File: src/rtl/osc_trim_pkg.sv
package osc_trim_pkg;

  typedef enum logic {
    WIN_ARM  = 1'b0,
    WIN_MEAS = 1'b1
  } win_state_e;

  typedef enum logic [1:0] {
    CMP_LOW  = 2'd0,
    CMP_OK   = 2'd1,
    CMP_HIGH = 2'd2
  } cmp_e;

  function automatic cmp_e classify(input int unsigned cnt,
                                    input int unsigned lo,
                                    input int unsigned hi);
    if (cnt < lo)      return CMP_LOW;
    else if (cnt > hi) return CMP_HIGH;
    else               return CMP_OK;
  endfunction

endpackage

File: src/rtl/ref_edge_sync.sv
module ref_edge_sync #(
  parameter int unsigned STAGES = 2
) (
  input  logic clk_i,
  input  logic rst_ni,
  input  logic async_i,
  output logic rise_o
);
  logic [STAGES-1:0] sync_q;
  logic              prev_q;

  always_ff @(posedge clk_i or negedge rst_ni) begin
    if (!rst_ni) begin
      sync_q <= '0;
      prev_q <= 1'b0;
    end else begin
      sync_q <= {sync_q[STAGES-2:0], async_i};
      prev_q <= sync_q[STAGES-1];
    end
  end

  assign rise_o = sync_q[STAGES-1] & ~prev_q;
endmodule

File: src/rtl/win_counter.sv
module win_counter
  import osc_trim_pkg::*;
#(
  parameter int unsigned REF_BITS = 8,
  parameter int unsigned CNT_W    = 12
) (
  input  logic             clk_i,
  input  logic             rst_ni,
  input  logic             start_i,
  input  logic             rise_i,
  output logic             done_o,
  output logic [CNT_W-1:0] cnt_o
);
  localparam logic [REF_BITS-1:0] REF_LAST = '1;
  localparam logic [CNT_W-1:0]    LOC_MAX  = '1;

  win_state_e          st_q;
  logic [REF_BITS-1:0] ref_q;
  logic [CNT_W-1:0]    loc_q;
  logic [CNT_W-1:0]    loc_inc;

  assign loc_inc = (loc_q == LOC_MAX) ? loc_q : loc_q + 1'b1;

  always_ff @(posedge clk_i or negedge rst_ni) begin
    if (!rst_ni) begin
      st_q   <= WIN_ARM;
      ref_q  <= '0;
      loc_q  <= '0;
      done_o <= 1'b0;
      cnt_o  <= '0;
    end else begin
      done_o <= 1'b0;
      if (start_i) begin
        st_q  <= WIN_ARM;
        ref_q <= '0;
        loc_q <= '0;
      end else begin
        unique case (st_q)
          WIN_ARM: begin
            if (rise_i) begin
              st_q  <= WIN_MEAS;
              ref_q <= '0;
              loc_q <= '0;
            end
          end
          WIN_MEAS: begin
            loc_q <= loc_inc;
            if (rise_i) begin
              if (ref_q == REF_LAST) begin
                // closing edge also opens the next window
                done_o <= 1'b1;
                cnt_o  <= loc_inc;
                ref_q  <= '0;
                loc_q  <= '0;
              end else begin
                ref_q <= ref_q + 1'b1;
              end
            end
          end
          default: st_q <= WIN_ARM;
        endcase
      end
    end
  end
endmodule

File: src/rtl/trim_ctrl.sv
module trim_ctrl
  import osc_trim_pkg::*;
#(
  parameter int unsigned CNT_W     = 12,
  parameter int unsigned TRIM_W    = 8,
  parameter int unsigned TRIM_RST  = 128,
  parameter int unsigned TARGET    = 768,
  parameter int unsigned TOL       = 2,
  parameter int unsigned LOCK_WINS = 2
) (
  input  logic              clk_i,
  input  logic              rst_ni,
  input  logic              start_i,
  input  logic              done_i,
  input  logic [CNT_W-1:0]  cnt_i,
  output logic [TRIM_W-1:0] trim_o,
  output logic              lock_o,
  output logic              upd_o,
  output logic [CNT_W-1:0]  cnt_o
);
  localparam int unsigned  LO     = TARGET - TOL;
  localparam int unsigned  HI     = TARGET + TOL;
  localparam int unsigned  GOOD_W = $clog2(LOCK_WINS + 1);
  localparam logic [TRIM_W-1:0] TRIM_MAX = '1;
  localparam logic [TRIM_W-1:0] TRIM_INI = TRIM_W'(TRIM_RST);
  localparam logic [GOOD_W-1:0] GOOD_LIM = GOOD_W'(LOCK_WINS);

  cmp_e              cmp;
  logic [GOOD_W-1:0] good_q;
  logic [GOOD_W-1:0] good_nx;

  assign cmp     = classify(int'(cnt_i), LO, HI);
  assign good_nx = (good_q == GOOD_LIM) ? good_q : good_q + 1'b1;

  always_ff @(posedge clk_i or negedge rst_ni) begin
    if (!rst_ni) begin
      trim_o <= TRIM_INI;
      lock_o <= 1'b0;
      good_q <= '0;
      upd_o  <= 1'b0;
      cnt_o  <= '0;
    end else if (start_i) begin
      trim_o <= TRIM_INI;
      lock_o <= 1'b0;
      good_q <= '0;
      upd_o  <= 1'b0;
    end else begin
      upd_o <= done_i;
      if (done_i) begin
        cnt_o <= cnt_i;
        unique case (cmp)
          CMP_LOW: begin
            if (trim_o != TRIM_MAX) trim_o <= trim_o + 1'b1;
            good_q <= '0;
            lock_o <= 1'b0;
          end
          CMP_HIGH: begin
            if (trim_o != '0) trim_o <= trim_o - 1'b1;
            good_q <= '0;
            lock_o <= 1'b0;
          end
          default: begin
            good_q <= good_nx;
            lock_o <= (good_nx >= GOOD_LIM);
          end
        endcase
      end
    end
  end
endmodule

File: src/rtl/osc_trim_cal.sv
module osc_trim_cal #(
  parameter int unsigned REF_BITS    = 8,
  parameter int unsigned RATIO       = 3,
  parameter int unsigned TOL         = 2,
  parameter int unsigned TRIM_W      = 8,
  parameter int unsigned TRIM_RST    = 128,
  parameter int unsigned LOCK_WINS   = 2,
  parameter int unsigned SYNC_STAGES = 2,
  parameter int unsigned CNT_W       = REF_BITS + 4
) (
  input  logic              clk_i,
  input  logic              rst_ni,
  input  logic              ref_clk_i,
  input  logic              start_i,
  output logic [TRIM_W-1:0] trim_o,
  output logic              lock_o,
  output logic              win_done_o,
  output logic [CNT_W-1:0]  count_o
);
  localparam int unsigned TARGET = RATIO << REF_BITS;

  logic             ref_rise;
  logic             meas_done;
  logic [CNT_W-1:0] meas_cnt;

  ref_edge_sync #(.STAGES(SYNC_STAGES)) u_sync (
    .clk_i  (clk_i),
    .rst_ni (rst_ni),
    .async_i(ref_clk_i),
    .rise_o (ref_rise)
  );

  win_counter #(.REF_BITS(REF_BITS), .CNT_W(CNT_W)) u_win (
    .clk_i  (clk_i),
    .rst_ni (rst_ni),
    .start_i(start_i),
    .rise_i (ref_rise),
    .done_o (meas_done),
    .cnt_o  (meas_cnt)
  );

  trim_ctrl #(
    .CNT_W(CNT_W), .TRIM_W(TRIM_W), .TRIM_RST(TRIM_RST),
    .TARGET(TARGET), .TOL(TOL), .LOCK_WINS(LOCK_WINS)
  ) u_ctrl (
    .clk_i  (clk_i),
    .rst_ni (rst_ni),
    .start_i(start_i),
    .done_i (meas_done),
    .cnt_i  (meas_cnt),
    .trim_o (trim_o),
    .lock_o (lock_o),
    .upd_o  (win_done_o),
    .cnt_o  (count_o)
  );
endmodule

File: config.mk
export PLATFORM = sky130hd
export DESIGN_NAME = osc_trim_cal
export DESIGN_NICKNAME = d
export VERILOG_FILES = /design/src/rtl/osc_trim_pkg.sv /design/src/rtl/ref_edge_sync.sv /design/src/rtl/win_counter.sv /design/src/rtl/trim_ctrl.sv /design/src/rtl/osc_trim_cal.sv
export SDC_FILE = /design/constraint.sdc
export NUM_CORES = 1
export LEC_CHECK = 0
export BUFFER_PORTS_ARGS = -buffer_cell sky130_fd_sc_hd__buf_2
export CAP_MARGIN = 20
export CORE_ASPECT_RATIO = 1.75
export CORE_MARGIN = 4
export CORE_UTILIZATION = 52
export CTS_CLUSTER_SIZE = 16
export DETAILED_ROUTE_END_ITERATION = 8
export PLACE_DENSITY = 0.7
export SYNTH_ARGS = -nofsm -noshare
export SYNTH_HDL_FRONTEND = slang
export SYNTH_HIERARCHICAL = 1
export SYNTH_SLANG_ARGS = --single-unit
File: constraint.sdc
create_clock -name clk_i -period 2.36 [get_ports clk_i]
set_input_delay 0.472 -clock clk_i [delete_from_list [all_inputs] [get_ports clk_i]]
set_output_delay 0.472 -clock clk_i [all_outputs]
set_load 0.05 [all_outputs]
==> results of run 1 <==
## how the worst min path moves through the flow
stage,endpoint,slack [ps],start,depth (start not counted)
after detailed placement,u_sync/sync_q[1],340,u_sync/sync_q[0],0
final,u_win/cnt_o[11],130,rst_ni,1
after global routing,u_win/cnt_o[11],160,rst_ni,1
after floorplan,u_ctrl/cnt_o[0],180,rst_ni,0
after CTS,u_win/cnt_o[11],130,rst_ni,1
after global placement,u_sync/sync_q[1],340,u_sync/sync_q[0],0
## logic make-up after synthesis
logic type,after synthesis,share of synthesized area
AND/OR/NAND/NOR,124,0.218
AO/OA/AOI/OAI,94,0.180
flip-flops,60,0.451
buffers and inverters,24,0.0360
multiplexers,18,0.0589
adder cells (fa/ha/maj),10,0.0398
XOR/XNOR,6,0.0158
## routing by layer
metal / up-vias / wire length (µm) / part of all wire / track usage
met5: - / 0 / 0 / 0
met2: 48 / 4000 / 0.55 / 0.364
li1: 1357 / - / - / -
met4: 0 / 168 / 0.023 / 0.0823
met3: 11 / 208 / 0.028 / 0.0512
met1: 1314 / 2950 / 0.40 / 0.222
## stage by stage
| step | worst slack (ps) | power, µW |
|---|---|---|
| final | -3.30 | 2010 |
| after global routing | -166 | 2100 |
| after CTS | -6.25 | 2040 |
| after detailed placement | -123 | 1130 |
| after global placement | -26.2 | 1130 |
| after floorplan | -0.207 | 1090 |
## worst register-to-register path: cells and delay by family, from the launching register on
family / cells / cell delay (ps)
AO/OA/AOI/OAI: 4 / 580
AND/OR/NAND/NOR: 3 / 680
flip-flops: 1 / 390
buffers and inverters: 1 / 100
adder cells (fa/ha/maj): 1 / 340
multiplexers: 1 / 200
## cell type report
class / instances / area, µm²
Clock buffer: 11 / 141
Multi-Input combinational cell: 252 / 1780
Timing Repair Buffer: 50 / 325
Sequential cell: 60 / 1500
Clock inverter: 5 / 52.6
Tap cell: 80 / 100
Inverter: 12 / 45.0
Fill cell: 544 / 2280
## power by group
group / switching (µW) / internal (µW) / total [µW]
Clock: 385 / 510 / 895
Sequential: 6.86 / 1030 / 1040
Combinational: 50.0 / 21.8 / 71.8
## cell usage in the layout (no fill, tap or decap), drive strengths merged, types with 11 or more instances in the layout
master / n
o21ai: 28
a21oi: 25
nand2: 26
clkbuf: 11
dfrtp: 59
inv: 12
nand3: 19
mux2: 13
buf: 50
nor2: 19
## registers in the layout, indices dropped and copies added, names as in the netlist
| signal | count |
|---|---|
| u_win/ref_q | 8 |
| u_ctrl/trim_o | 8 |
| u_ctrl/cnt_o | 12 |
| u_win/done_o | 1 |
| u_ctrl/good_q | 1 |
| u_win/loc_q | 12 |
| u_win/st_q | 1 |
| u_sync/sync_q | 2 |
| u_sync/prev_q | 1 |
| u_win/cnt_o | 12 |
| u_ctrl/lock_o | 1 |
| u_ctrl/upd_o | 1 |
## timing repair
item,CTS,global route
buffers inserted,3,0
pin swaps,2,2
endpoints found under the setup margin,2,4
gates resized for setup,6,4
hold endpoints to repair,0,0
==> reports/qor.txt, run 1 <==
Status: finished, violations left
Failing checks: setup timing
# placed instances: 451
Layout cells sized above 1: 0.282
Crit path kind: flip-flop to flip-flop
Remaining antenna violation count: 0
Worst r2r src: u_win/cnt_o[2]
Placed cell areas: 3680 µm²
DP Wirelength: 5.52 mm
Critical Path RT: 2630 ps
CTS tree: yes
Post-synth top flop: dfrtp_1
1st-iter DRT viols: 138
Area contributors post-synth: dfrtp_1, mux2_2, o21ai_0
Area share of the leading cell type in the synthesized netlist: 0.443
Layout Area Growth over Synthesis: 18.4%
WL/cell: 15.6 µm
CTS max path bufs: 2
Setup TNS: -5.37 ps
DIE HEIGHT: 114 µm
Mapped Nets: 350
Clock tree sinks: 60
Avg Inst Size Synth: 9.92 µm²
Seq cells post-synth: 60
DRC errors left: 0
WL final: 7.32 mm
Clock Latency Late Sink: 340 ps
Commonest cells post-synth: dfrtp_1, o21ai_0, a21oi_1, nand2_1
Ys async rst share: 1.00
Number of global-route vias before repair: 2699
Die boundary width: 68.5 µm
Cell Count, Final, Fillers Out: 470
Crit path time final: 2360 ps
Critical Path AT: 2630 ps
Fin util: 0.634
Power Density: 509 nW/µm²
Final Cell Area: 3950 µm²
Skew final: 8.44 ps
Max-cap violations: 0
Peak Freq: 423 MHz
# hold bufs at CTS: 0
Synth warn: 6
Worst path depth: 10
Worst Setup End Kind: flip-flop
First-pass GRT wire length: 12.1 mm
Post-Syn Area: 3330 µm²
Critical path buffers and inverters: 1
GRT Total Usage: 0.205
Clk root buf: clkbuf_8
Clk pin slew, worst setup/hold paths: 70 ps
Worst hold slack: 127 ps
Initial antenna violation count: 0
Most common cell in the synthesized netlist: dfrtp_1
Slew of the pin with the lowest slew margin: 569 ps
Slowest CP cell: dfrtp_1
EDFF count, synth: 0
Vias: 2730
Worst Setup Slack, final: -3.30 ps
FF-to-FF End: u_ctrl/trim_o[7]
Vias per cell: 5.81
Slew Limit Fails: 0
Final hold violations: 0
Core ar.: 6230 µm²
H-tree depth: 3
GRT Residual Overflow: 0
Synth unique cells: 63
Hold WC Path Type: input pin to async pin
Final net count: 399
Worst R2R Path Depth: 10
Synth area leader: dfrtp_1
Crit. Startpoint: u_win/cnt_o[2]
Crit Path Max Fanout: 6
Most frequent cell on the critical path: a21oi_2
Period utilization: 1.00
Lkg Pwr: 0.00189 µW
CTS Buf Count: 9
Cells after synthesis: 336
Final setup violation count: 2
Die Area: 7810 µm²
Initial DRT Pass Iterations: 4
Antenna cells: 0
RePlAce Congestion: 0.800
Unrepaired setup endpoints after global routing: yes
Max rail drop VDD: 0.000493 V
Placement row count: 38
IO buf count: 25
CP cell instances: nor4_2 -> a21oi_2 -> nor2_2 -> inv_2 -> ha_1 -> a21oi_2 -> o22ai_1 -> nor4b_2 -> a2bb2oi_2 -> mux2i_1
Crit-path leading delay family: simple AND/OR/NAND/NOR gates
Largest net degree at the start of global routing: 38
CP Capture Point: u_ctrl/trim_o[7]
Slew HR: 0.621
Worst path max stage delay: 390 ps
# IOs: 26
R2R setup slack: -3 ps
Worst setup SP type: flip-flop
Starting Density: 0.535
Register area share after synthesis: 0.451
(Power assumes the default switching activity.)
==> run 2: changes to the inputs <==
Settings changed: CORE_UTILIZATION 52 to 54, PLACE_DENSITY 0.7 to 0.73.
==> run 2 against run 1 <==
- the flow still finishes with violations (setup timing)
- global-route usage increased by 1.3 points
- clock skew is 1.5 ps higher
- sequential cell count is the same
- sequential share of layout area decreased by 1.3 points
- sequential power is essentially flat
- combinational power up 3.3%
- via count grew 1.4%
- worst hold slack gained 120 ps
- critical path type unchanged
- critical endpoint unchanged
- largest cell class unchanged
==> reports/qor.txt, run 2 (same netlist as run 1, synthesis figures left out) <==
DRC errors left: 0
Starting Density: 0.563
Slew HR: 0.608
Hold WC Path Type: input pin to flip-flop
Peak Freq: 405 MHz
Vias per cell: 5.84
Skew final: 9.97 ps
Remaining antenna violation count: 0
GRT Residual Overflow: 0
Worst Setup End Kind: flip-flop
Core ar.: 5930 µm²
Layout Area Growth over Synthesis: 22.5%
Layout cells sized above 1: 0.298
Failing checks: setup timing
Critical Path RT: 2610 ps
Number of global-route vias before repair: 2751
Slowest CP cell: dfrtp_1
Final hold violations: 0
Die Area: 7540 µm²
WL final: 7.56 mm
Status: finished, violations left
Crit path time final: 2470 ps
Worst hold slack: 246 ps
Max-cap violations: 0
Period utilization: 1.05
Slew Limit Fails: 0
Clock Latency Late Sink: 340 ps
Crit path kind: flip-flop to flip-flop
Final setup violation count: 2
Worst R2R Path Depth: 11
Initial DRT Pass Iterations: 4
# IOs: 26
Worst setup SP type: flip-flop
Worst Setup Slack, final: -111 ps
CTS max path bufs: 2
Clk pin slew, worst setup/hold paths: 60 ps
Max rail drop VDD: 0.000704 V
Hold Crit Depth: 1
WL/cell: 15.9 µm
IO buf count: 25
CP cell instances: a211oi_1 -> a21oi_2 -> nor2_2 -> inv_4 -> buf_4 -> ha_1 -> o21ai_2 -> nand2b_1 -> o22ai_2 -> a2bb2oi_2 -> mux2i_1
Placement row count: 37
Clock tree sinks: 60
Most common cell after layout, fill and taps aside: dfrtp_1
Vias: 2769
Critical Path AT: 2720 ps
Crit Path Max Fanout: 6
Largest net degree at the start of global routing: 31
DIE HEIGHT: 112 µm
CTS tree: yes
DP Wirelength: 5.51 mm
1st-iter DRT viols: 85
Placed cell areas: 3680 µm²
Filler Cells Inserted: 477
Lkg Pwr: 0.00193 µW
RePlAce Congestion: 0.869
Slew of the pin with the lowest slew margin: 587 ps
H-tree depth: 3
Power Density: 520 nW/µm²
Biggest regs: u_ctrl/cnt_o: 12 flops, u_win/cnt_o: 12 flops, u_win/loc_q: 12 flops
First-pass GRT wire length: 12.6 mm
Fin util: 0.689
Register Area: 1500 µm²
Clk root buf: clkbuf_8
Final net count: 405
GRT Total Usage: 0.217
Initial antenna violation count: 0
CTS Buf Count: 9
Antenna cells: 0
Worst path max stage delay: 390 ps
Final Cell Area: 4080 µm²
Die boundary width: 67.4 µm
Multi-input combinational cell area: 1850 µm²
Unrepaired setup endpoints after global routing: yes
Most frequent cells in the layout: dfrtp_1, buf_4, buf_2, nand2_1, o21ai_0
[run 2: worst max-delay path: cells and delay by family, from the launching register on]
| family | cells | cell delay, ps |
|---|---|---|
| flip-flops | 1 | 390 |
| AO/OA/AOI/OAI | 5 | 880 |
| multiplexers | 1 | 230 |
| adder cells (fa/ha/maj) | 1 | 330 |
| buffers and inverters | 2 | 260 |
| AND/OR/NAND/NOR | 2 | 290 |
[run 2: cell type report]
type | count | share of cell area
clock buffer | 12 | 0.0355
clock inverter | 4 | 0.0178
inverter | 12 | 0.0116
multi-input combinational | 252 | 0.452
sequential | 60 | 0.368
tap | 78 | 0.0239
timing repair buffer | 56 | 0.0913
[run 2: where the power goes]
part | switching (µW) | internal (µW)
clock | 385 | 622
combinational | 50.2 | 24.0
sequential | 6.74 | 1030
[run 2: path summary, 6_finish.rpt]
check,start,end,slack [ps]
min in group asynchronous,rst_ni,u_win/ref_q[3],540
worst max-delay path,u_win/cnt_o[0],u_ctrl/trim_o[7],-110
max in group asynchronous,rst_ni,u_ctrl/trim_o[7],1220
worst max register to register,u_win/cnt_o[0],u_ctrl/trim_o[7],-110
worst min register to register,u_sync/sync_q[0],u_sync/sync_q[1],350
worst min-delay path,ref_clk_i,u_sync/sync_q[0],250
[run 2: per-stage QoR]
step / cells / setup slack [ps] / setup TNS [ps] / power, µW
finish: 474 / -111 / -215 / 2120
global route: 474 / -182 / -430 / 2220
CTS: 471 / -44.7 / -89.2 / 2160
detailed placement: 450 / -189 / -196 / 1130
global placement: 450 / -2.48 / -2.48 / 1130
floorplan: 336 / -0.207 / -0.207 / 1090
[run 2: per-layer routing]
| metal | vias up | wire [µm] | GRT usage | part of all wire |
|---|---|---|---|---|
| met5 | - | 0 | 0 | 0 |
| met4 | 0 | 185 | 0.126 | 0.024 |
| met3 | 18 | 222 | 0.0404 | 0.029 |
| met2 | 54 | 4030 | 0.362 | 0.53 |
| met1 | 1334 | 3120 | 0.252 | 0.41 |
| li1 | 1363 | - | - | - |
[run 2: timing repair]
item,in CTS,in global routing
endpoints found under the hold margin,9,0
pin swaps,6,6
cloned,0,0
buffers inserted,4,3
setup endpoints to repair,2,4
resized for setup,14,4
hold buffers,1,0
==> run 3: changes to the inputs <==
Settings changed: GPL_TIMING_DRIVEN set to 0.
==> run 3 against run 2 <==
- combinational power shrank 1%
- worst hold slack got worse by 150 ps
- die area stayed put
- largest cell class unchanged
- fmax increased by 3.4%
- critical path type unchanged
- critical endpoint unchanged
- setup slack improved by 82 ps
- the flow still finishes with violations (setup timing)
==> reports/qor.txt, run 3 (same netlist as run 1, synthesis figures left out) <==
Worst Setup Slack, final: -29.2 ps
Biggest regs: u_ctrl/cnt_o: 12 flops, u_win/cnt_o: 12 flops, u_win/loc_q: 12 flops
Core ar.: 5930 µm²
Worst hold slack: 96.1 ps
Hold WC Path Type: input pin to async pin
Final setup violation count: 2
Initial antenna violation count: 0
Fin util: 0.659
1st-iter DRT viols: 173
RePlAce Congestion: 0.922
IO buf count: 25
Vias: 2773
Sequential share of power: 0.501
Slew of the pin with the lowest slew margin: 786 ps
Worst Setup End Kind: flip-flop
Slew Limit Fails: 0
Die Area: 7540 µm²
CTS Buf Count: 9
Number of global-route vias before repair: 2822
Crit path time final: 2390 ps
Final net count: 392
Largest net degree at the start of global routing: 42
Int Power: 1580 µW
# IOs: 26
Slew HR: 0.472
Die boundary width: 67.4 µm
Max rail drop VDD: 0.000417 V
H-tree depth: 3
Final hold violations: 0
Switching part of the total power: 0.238
Most frequent cells in the layout: dfrtp_1, buf_2, o21ai_0, nand2_1, a21oi_1
Layout Area Growth over Synthesis: 17.1%
FF-to-FF End: u_ctrl/trim_o[7]
Multi-input combinational cell area: 1790 µm²
First-pass GRT wire length: 12.9 mm
Clk pin slew, worst setup/hold paths: 70 ps
Crit-path leading delay family: simple AND/OR/NAND/NOR gates
PnR Total Power: 2080 µW
DIE HEIGHT: 112 µm
DRC errors left: 0
Remaining antenna violation count: 0
Clock Latency Late Sink: 340 ps
Worst setup SP type: flip-flop
Comb pwr share: 0.035
CTS tree: yes
Lkg Pwr: 0.00185 µW
Unrepaired setup endpoints after global routing: yes
Critical Path RT: 2620 ps
Worst R2R Path Depth: 10
Setup TNS: -40.8 ps
DP Wirelength: 5.47 mm
Vias per cell: 6.02
CP cell instances: nor4_4 -> a21oi_2 -> nor2_4 -> inv_4 -> ha_1 -> a21oi_2 -> o22ai_1 -> nor4b_2 -> a2bb2oi_2 -> mux2i_1
Clock power share: 0.464
GRT Residual Overflow: 0
Skew final: 7.27 ps
Peak Freq: 419 MHz
Worst path max stage delay: 420 ps
Critical Path AT: 2650 ps
Crit path kind: flip-flop to flip-flop
GRT Total Usage: 0.222
CTS max path bufs: 2
R2R setup slack: -30 ps
Max-cap violations: 0
Layout cells sized above 1: 0.256
Register Area: 1500 µm²
Crit Path Max Fanout: 7
P_sw: 495 µW
Slowest CP cell: dfrtp_1
Clock tree sinks: 60
Clk root buf: clkbuf_8
WL final: 7.65 mm
Most common cell after layout, fill and taps aside: dfrtp_1
Antenna cells: 0
Initial DRT Pass Iterations: 4
Critical path buffers and inverters: 1
Failing checks: setup timing
Starting Density: 0.563
Period utilization: 1.01
Status: finished, violations left
Worst r2r src: u_win/cnt_o[6]
WL/cell: 16.6 µm
# hold bufs at CTS: 0
Placement row count: 37
Power Density: 532 nW/µm²
Most frequent cell on the critical path: a21oi_2
Filler Cells Inserted: 504
-- run 3: cell count changes in the layout (fill, tap and decap cells not counted), moves of 2 or more --
cell	delta
clkbuf_1	+2
buf_6	+3
a21oi_4	-2
o22ai_2	-2
ha_1	+2
clkbuf_2	+2
inv_6	+3
buf_4	-23
o22ai_1	+2
ha_4	-2
-- run 3: repair_timing --
item / CTS / global route
pin swaps: 3 / 0
resized for setup: 11 / 0
setup buffers: 4 / 1
endpoints found under the setup margin: 4 / 3
-- run 3: per-layer routing --
layer  wire length [µm]  vias to the layer above  GRT usage
met2               4240                       71      0.389
met1               2960                     1347      0.250
met5                  0                        -          0
li1                   -                     1344          -
met3                306                       11     0.0373
met4                142                        0      0.108
-- run 3: cell type report --
type                            count  area share
Clock buffer                       10      0.0353
Inverter                           12      0.0122
Multi-Input combinational cell    252       0.458
Clock inverter                      6      0.0179
Timing Repair Buffer               31      0.0468
Sequential cell                    60       0.385
Buffer                             12      0.0192
Tap cell                           78      0.0250
-- run 3: metrics by stage --
step	cells	worst slack, ps	area [µm²]
5_1_grt	461	-132	3900
6_report	461	-29.2	3900
2_1_floorplan	336	-0.207	3350
4_1_cts	460	-4.64	3900
3_5_place_dp	440	-370	3590
3_3_place_gp	439	-334	3570
-- run 3: worst max path at each step --
stage / to / cells past startpoint / from
6_report: u_ctrl/trim_o[7] / 10 / u_win/cnt_o[6]
5_1_grt: u_ctrl/trim_o[7] / 10 / u_win/cnt_o[6]
4_1_cts: u_ctrl/trim_o[6] / 10 / u_win/cnt_o[6]
3_5_place_dp: u_ctrl/trim_o[7] / 10 / u_win/cnt_o[4]
3_3_place_gp: u_ctrl/trim_o[7] / 10 / u_win/cnt_o[4]
2_1_floorplan: u_ctrl/trim_o[6] / 10 / u_win/cnt_o[6]
-- run 3: power groups by stage --
stage	clock [µW]	sequential [µW]	combinational, µW
final	962	1040	73.3
after floorplan	0	1060	34.3
after global routing	1040	1040	83.0
after detailed placement	0	1060	73.9
after CTS	988	1040	74.4
after global placement	0	1060	68.4
